**config.mk**
```make
export PLATFORM = sky130hd
export DESIGN_NAME = i2f_conv
export DESIGN_NICKNAME = d
export VERILOG_FILES = /design/src/rtl/i2f_pkg.sv /design/src/rtl/i2f_prep.sv /design/src/rtl/i2f_lzc.sv /design/src/rtl/i2f_round.sv /design/src/rtl/i2f_conv.sv
export SDC_FILE = /design/constraint.sdc
export NUM_CORES = 1
export LEC_CHECK = 0
export ABC_AREA = 1
export BUFFER_PORTS_ARGS = -buffer_cell sky130_fd_sc_hd__buf_2
export CAP_MARGIN = 25
export CELL_PAD_IN_SITES_DETAIL_PLACEMENT = 1
export CELL_PAD_IN_SITES_GLOBAL_PLACEMENT = 1
export CORE_UTILIZATION = 41
export DETAILED_ROUTE_END_ITERATION = 7
export PLACE_DENSITY = 0.83
export SLEW_MARGIN = 20
export SYNTH_ARGS = -nofsm -noshare
export SYNTH_HDL_FRONTEND = slang
export SYNTH_SLANG_ARGS = --single-unit
```
**constraint.sdc**
```tcl
create_clock -name clk -period 0.8 [get_ports clk]
set_input_delay 0.2 -clock clk [delete_from_list [all_inputs] [get_ports clk]]
set_output_delay 0.2 -clock clk [all_outputs]
set_load 0.05 [all_outputs]
```
**src/rtl/i2f_pkg.sv**
```systemverilog
package i2f_pkg;
  localparam int XLEN       = 64;
  localparam int EXP_W      = 11;
  localparam int DBL_FRAC_W = 52;
  localparam int SGL_FRAC_W = 23;
  localparam int EXP_BIAS   = 1023;
  localparam int DBL_SIG_W  = DBL_FRAC_W + 1;
  localparam int SGL_SIG_W  = SGL_FRAC_W + 1;
  localparam int CNT_W      = $clog2(XLEN);

  typedef enum logic [1:0] {
    RM_NEAR = 2'b00,
    RM_ZERO = 2'b01,
    RM_POS  = 2'b10,
    RM_NEG  = 2'b11
  } rmode_e;

  // Increment decision for the kept significand
  function automatic logic bump_up(rmode_e rm, logic neg, logic lsb,
                                   logic guard, logic sticky);
    logic r;
    unique case (rm)
      RM_NEAR: r = guard & (sticky | lsb);
      RM_ZERO: r = 1'b0;
      RM_POS:  r = ~neg & (guard | sticky);
      RM_NEG:  r = neg & (guard | sticky);
      default: r = 1'b0;
    endcase
    return r;
  endfunction
endpackage

```
**src/rtl/i2f_prep.sv**
```systemverilog
module i2f_prep #(
  parameter int W = i2f_pkg::XLEN
) (
  input  logic [W-1:0] op,
  input  logic         wide,
  input  logic         sgn,
  output logic [W-1:0] mag,
  output logic         neg
);
  localparam int HW = W / 2;

  logic [W-1:0] ext;

  always_comb begin
    if (wide) begin
      ext = op;
    end else if (sgn) begin
      ext = {{HW{op[HW-1]}}, op[HW-1:0]};
    end else begin
      ext = {{HW{1'b0}}, op[HW-1:0]};
    end
    neg = sgn & ext[W-1];
    mag = neg ? (~ext + W'(1)) : ext;
  end
endmodule

```
**src/rtl/i2f_lzc.sv**
```systemverilog
module i2f_lzc #(
  parameter int W  = i2f_pkg::XLEN,
  parameter int CW = $clog2(W)
) (
  input  logic [W-1:0]  vec,
  output logic [CW-1:0] cnt
);
  // Highest set bit wins; all-zero input yields 0 (handled by caller)
  always_comb begin
    cnt = '0;
    for (int i = 0; i < W; i++) begin
      if (vec[i]) cnt = CW'(W - 1 - i);
    end
  end
endmodule

```
**src/rtl/i2f_round.sv**
```systemverilog
module i2f_round
  import i2f_pkg::*;
#(
  parameter int W = i2f_pkg::XLEN,
  parameter int P = i2f_pkg::DBL_SIG_W
) (
  input  logic [W-1:0] norm,
  input  logic         neg,
  input  rmode_e       rm,
  output logic [P-2:0] frac,
  output logic         carry,
  output logic         inexact
);
  localparam int DROP = W - P;

  logic [P-1:0] keep;
  logic         guard;
  logic         sticky;
  logic         up;
  logic [P:0]   sum;

  always_comb begin
    keep    = norm[W-1 -: P];
    guard   = norm[DROP-1];
    sticky  = |norm[DROP-2:0];
    inexact = guard | sticky;
    up      = bump_up(rm, neg, keep[0], guard, sticky);
    sum     = {1'b0, keep} + {{P{1'b0}}, up};
    carry   = sum[P];
    frac    = sum[P-2:0];
  end
endmodule

```
**src/rtl/i2f_conv.sv**
```systemverilog
module i2f_conv
  import i2f_pkg::*;
(
  input  logic        clk,
  input  logic        rst_n,
  input  logic        in_valid,
  input  logic [63:0] operand,
  input  logic        src_wide,
  input  logic        src_signed,
  input  logic        dst_single,
  input  logic [1:0]  rmode,
  output logic        out_valid,
  output logic [63:0] result,
  output logic        out_inexact,
  output logic        out_zero,
  output logic        out_neg
);
  localparam int PAD_W = DBL_FRAC_W - SGL_FRAC_W;

  rmode_e                rm;
  logic [XLEN-1:0]       mag;
  logic                  neg;
  logic [CNT_W-1:0]      lz;
  logic [XLEN-1:0]       norm;
  logic                  is_zero;
  logic [DBL_FRAC_W-1:0] d_frac;
  logic                  d_carry, d_inx;
  logic [SGL_FRAC_W-1:0] s_frac;
  logic                  s_carry, s_inx;

  logic                  sel_carry, sel_inx;
  logic [DBL_FRAC_W-1:0] sel_frac;
  logic [EXP_W-1:0]      exp_b;
  logic [63:0]           calc_res;
  logic                  calc_inx;

  logic                  nx_valid, nx_inx, nx_zero, nx_neg;
  logic [63:0]           nx_res;

  assign rm = rmode_e'(rmode);

  i2f_prep #(.W(XLEN)) u_prep (
    .op(operand), .wide(src_wide), .sgn(src_signed), .mag(mag), .neg(neg)
  );

  i2f_lzc #(.W(XLEN), .CW(CNT_W)) u_lzc (.vec(mag), .cnt(lz));

  assign norm    = mag << lz;
  assign is_zero = (mag == '0);

  i2f_round #(.W(XLEN), .P(DBL_SIG_W)) u_rnd_dbl (
    .norm(norm), .neg(neg), .rm(rm),
    .frac(d_frac), .carry(d_carry), .inexact(d_inx)
  );

  i2f_round #(.W(XLEN), .P(SGL_SIG_W)) u_rnd_sgl (
    .norm(norm), .neg(neg), .rm(rm),
    .frac(s_frac), .carry(s_carry), .inexact(s_inx)
  );

  // Result assembly
  always_comb begin
    sel_carry = dst_single ? s_carry : d_carry;
    sel_inx   = dst_single ? s_inx : d_inx;
    sel_frac  = dst_single ? {s_frac, {PAD_W{1'b0}}} : d_frac;
    exp_b     = EXP_W'(EXP_BIAS + XLEN - 1) - EXP_W'(lz) + EXP_W'(sel_carry);
    if (is_zero) begin
      calc_res = '0;
      calc_inx = 1'b0;
    end else begin
      calc_res = {neg, exp_b, sel_frac};
      calc_inx = sel_inx;
    end
  end

  // Next state with explicit enable
  always_comb begin
    nx_valid = in_valid;
    nx_res   = result;
    nx_inx   = out_inexact;
    nx_zero  = out_zero;
    nx_neg   = out_neg;
    if (in_valid) begin
      nx_res  = calc_res;
      nx_inx  = calc_inx;
      nx_zero = is_zero;
      nx_neg  = ~is_zero & neg;
    end
  end

  always_ff @(posedge clk or negedge rst_n) begin
    if (!rst_n) begin
      out_valid   <= 1'b0;
      result      <= '0;
      out_inexact <= 1'b0;
      out_zero    <= 1'b0;
      out_neg     <= 1'b0;
    end else begin
      out_valid   <= nx_valid;
      result      <= nx_res;
      out_inexact <= nx_inx;
      out_zero    <= nx_zero;
      out_neg     <= nx_neg;
    end
  end
endmodule

```
==> run_results.csv, run 1 <==
group,metric,value,unit
run_status,status,"did not finish",
die,die_h,172,µm
synth,synth-compound-area-share,6.40,%
cts,post_cts_resized,441,
placed_design,dp_slack,-9080,ps
run_status,error_line,"[ERROR DPL-0033] detailed placement checks failed during check placement.",
placed_design,placed_cells,3278,
synth,synth_area,11900,µm²
synth,synthMuxAreaShare,0,%
synth,synthFlopType,"dfrtp_1",
synth,synthSimpleGateAreaFrac,62.6,%
die,start_util,41.6,%
synth,ys_seq_elements,67,
placed_design,placed_cell_area,17700,µm²
placed_design,place_congestion,1.08,
synth,ys_types,57,
die,die_w,172,µm
synth,seq_area_frac_synth,14.1,%
cts,cts_made_buffers,9,
synth,synth_top_family_by_area,"simple AND/OR/NAND/NOR gates",
synth,syn-num-nets,2310,
cts,cts_buffer_depth,2,
cts,ctsRootBufferMaster,"clkbuf_16",
cts,cts.sinks,67,
run_status,stop_stage,"4_1_cts",
cts,post-cts-setup-buffers,58,
synth,synth_edf_count,0,
synth,async_reset_ff_share,100,%
cts,htree_levels,3,
synth,synthCells,2231,
synth,syn_avg_cell_area,5.34,µm²
synth,synth_fa_ha_area_share,0.735,%
synth,synth_xor_area_share,5.48,%
die,num_io_pins,140,
placed_design,dpl.hpwl,63100,µm
placed_design,io_buffers,139,
synth,synth_warnings,0,
die,rows,62,
## cell families after synthesis
kind of cell | count (synthesis)
flip-flops | 67
buffers and inverters | 286
XOR/XNOR | 72
AND/OR/NAND/NOR | 1666
AO/OA/AOI/OAI | 133
adder cells (fa/ha/maj) | 7
## stage by stage
| stage | TNS (ps) | utilization, % |
|---|---|---|
| 2_1_floorplan | -381660 | - |
| 3_3_place_gp | -455270 | 61.8 |
| 3_5_place_dp | -542440 | 61.8 |
## Yosys cell counts, types with 11 or more instances
cell type / instances / area, µm²
nand2_2: 13 / 81.3
dfrtp_1: 67 / 1680
o21ai_1: 19 / 95.1
buf_2: 51 / 255
inv_1: 164 / 616
buf_6: 11 / 124
nand2_1: 841 / 3160
buf_4: 11 / 82.6
a21oi_1: 22 / 110
o21ai_0: 61 / 305
nor3_1: 19 / 95.1
xor2_1: 62 / 543
nor2_1: 165 / 619
nor2_2: 16 / 100
nand3_1: 510 / 2550
nand3_2: 11 / 110
nand4_1: 42 / 263
clkbuf_1: 27 / 101
==> inputs of run 2 (changes only) <==
--- a/config.mk
+++ b/config.mk
@@ -8,11 +8,9 @@
 export ABC_AREA = 1
 export BUFFER_PORTS_ARGS = -buffer_cell sky130_fd_sc_hd__buf_2
 export CAP_MARGIN = 25
-export CELL_PAD_IN_SITES_DETAIL_PLACEMENT = 1
-export CELL_PAD_IN_SITES_GLOBAL_PLACEMENT = 1
-export CORE_UTILIZATION = 41
+export CORE_UTILIZATION = 40
 export DETAILED_ROUTE_END_ITERATION = 7
-export PLACE_DENSITY = 0.83
+export PLACE_DENSITY_LB_ADDON = 0.15
 export SLEW_MARGIN = 20
 export SYNTH_ARGS = -nofsm -noshare
 export SYNTH_HDL_FRONTEND = slang
==> run 2 against run 1 <==
The flow now finishes, with violations (negative setup slack). Area after synthesis did not move. Synthesized cell count did not move.
==> run_results.csv, run 2 <==
group,metric,value,unit
run_status,status,"finished, violations left",
run_status,violations,"negative setup slack",
cells_and_area,layout_commonest_cell,"buf_4",
sta,fin_ws,-7860,ps
worst_setup_path,critPathArrivalTime,8890,ps
cells_and_area,antenna_cells,0,
routing,drcViolationCount,0,
cells_and_area,stdcell_area,22500,µm²
cts,htree_levels,3,
sta,setup_viol,134,
routing,final_antenna_net_count,0,
routing,vias,19200,
grt,antenna_found_initial,0,
hold_path,hold_start,"in_valid",
cts,cts_buffer_depth,2,
die,core,29000,µm²
sta,fmax,115,MHz
routing,dr.first_iter.drc_count,2365,
grt,grt_max_degree,68,
cells_and_area,largest-register,"result",
pwr,power_leakage,11.6,nW
placed_design,dpl.hpwl,41600,µm
sta,tightest_slew,516,ps
grt,overflow,0,
worst_setup_path,cp_max_fo,8,
routing,post_drt_via_cell_ratio,5.55,
synth,syn-num-nets,2310,
grt,grt_first_pass_wirelength,90400,µm
hold_path,hold_class,"in -> reg",
routing,routedWlPerCell,18.3,µm
worst_setup_path,cpPeakStageDelay,350,ps
sta,drv_slew,0,
grt,grt_pass1_vias,17900,
placed_design,io_buffers,139,
synth,seq_area_frac_synth,14.1,%
sta,period_minus_slack,8660,ps
synth,yosysTopAreaCell,"nand2_1",
worst_setup_path,start_kind,"input port",
synth,synthCells,2231,
sta,slew-limit-headroom,65.3,%
worst_setup_path,reg2reg_from,"out_inexact",
placed_design,placed_cells,3283,
synth,yosys.area.top_type_share,26.5,%
die,num_io_pins,140,
cts,clkTransAtPathRegs,60,ps
cells_and_area,drive_gt1_share,49.8,%
placed_design,placed_cell_area,17800,µm²
synth,synth_edf_count,0,
sta,rsz0062_at_grt,"true",
sta,period_share,1080,%
cts,cts_tree,"built",
synth,syn_avg_cell_area,5.34,µm²
grt,track_usage,37.0,%
worst_setup_path,slowest_stage,"or3_4",
cts,cts.sinks,67,
die,start_util,41.1,%
cts,clock_latency,340,ps
cells_and_area,seq_area,1760,µm²
die,die_area,30500,µm²
worst_setup_path,worstSetupStartpoint,"operand[0]",
sta,fin_worst_skew,0,ps
synth,yosysMostFrequentCell,"nand2_1",
cells_and_area,area_growth,88.5,%
worst_setup_path,crit_path_frequent_cell,"nand3_2",
cells_and_area,multi_input_area,11400,µm²
synth,ys_types,57,
synth,synth_common_cells,"nand2_1 (841), nand3_1 (510), nor2_1 (165)",
synth,synth_warnings,0,
cells_and_area,layout.nets,3140,
die,rows,62,
cells_and_area,final_cell_mix,"buf_4 (706), nand2_1 (704), nand3_1 (316)",
synth,synth_area,11900,µm²
cells_and_area,fin_util,77.4,%
die,die_h,175,µm
pwr,vdd_drop_max,1710,µV
worst_setup_path,cp.required,1030,ps
worst_setup_path,cp-end-kind,"register",
cts,cts_made_buffers,9,
synth,synthFlopType,"dfrtp_1",
synth,async_reset_ff_share,100,%
die,die_w,175,µm
routing,firstDrtPassIters,8,
routing,wirelength,63100,µm
worst_setup_path,crit_type,"in -> reg",
job,max-cap-violations,0,
cells_and_area,nFillCells,2200,
synth,ys_seq_elements,67,
placed_design,place_congestion,0.988,
pwr,powerDensity,2150,nW/µm²
synth,ys_top_cells_by_area,"nand2_1 (26%), nand3_1 (21%), dfrtp_1 (14%)",
cells_and_area,largest_reg_flops,64,
sta,hold_viol_final,0,
cts,ctsRootBufferMaster,"clkbuf_16",
cells_and_area,final_cells,3450,
-- run 2: path summary, 6_finish.rpt --
path / endpoint / slack (ps) / cells past startpoint
worst max-delay path: result[56] / -7860 / 66
worst min-delay path: out_valid / 280 / 2
worst max register to register: out_inexact / 20 / 2
worst min register to register: result[24] / 490 / 2
max in group asynchronous: result[57] / 50 / 3
min in group asynchronous: result[10] / 410 / 3
-- run 2: power breakdown --
group / total (mW) / leakage [nW] / internal, mW / switching, mW
clock: 3.96 / 0.132 / 2.21 / 1.75
sequential: 4.97 / 0.760 / 4.33 / 0.641
combinational: 39.3 / 10.7 / 16.8 / 22.5
-- run 2: metal layers --
metal | GRT usage, % | routed length (µm) | share of wire (%)
met4 | 11.1 | 2920 | 4.6
met5 | 0 | 0 | 0
met3 | 5.03 | 4880 | 7.7
met2 | 62.6 | 29600 | 47
met1 | 48.6 | 25800 | 41
-- run 2: cell type report --
class	instances	area share, %
multi-input combinational	1880	50.7
timing repair buffer	928	34.9
sequential	67	7.83
inverter	175	3.13
tap	384	2.14
clock buffer	10	1.06
clock inverter	6	0.217
-- run 2: stage by stage --
stage	hold slack, ps	TNS, ps	worst slack [ps]	total power [mW]
floorplan	-95.6	-381660	-6470	21.2
global placement	232	-453100	-7400	33.9
detailed placement	242	-470600	-7710	34.1
CTS	270	-466400	-7160	42.9
global route	275	-545810	-8530	50.7
finish	280	-500180	-7860	48.2
-- run 2: critical path, delay by kind of cell --
| kind | cells | cell delay (ps) |
|---|---|---|
| compound gates | 3 | 510 |
| xor+xnor | 1 | 150 |
| fa+ha+maj | 4 | 730 |
| buf+inv | 10 | 1030 |
| simple gates | 48 | 6250 |
-- run 2: kinds of logic (layout without fill, tap and decap cells) --
| kind of cell | after synthesis | count (layout) | share of synthesized area, % |
|---|---|---|---|
| buf+inv | 286 | 1119 | 10.7 |
| xor+xnor | 72 | 72 | 5.48 |
| simple gates | 1666 | 1668 | 62.6 |
| compound gates | 133 | 133 | 6.40 |
| fa+ha+maj | 7 | 7 | 0.735 |
| flops | 67 | 67 | 14.1 |
-- run 2: repair_timing --
action / 4_1_cts / 5_1_grt
hold endpoints to repair: 67 / 0
setup endpoints to repair: 134 / 190
pin swaps: 71 / 170
resized for setup: 318 / 448
hold buffers: 1 / 0
setup buffers: 101 / 50
gates cloned: 16 / 2
Power figures use the tool's default switching activity.
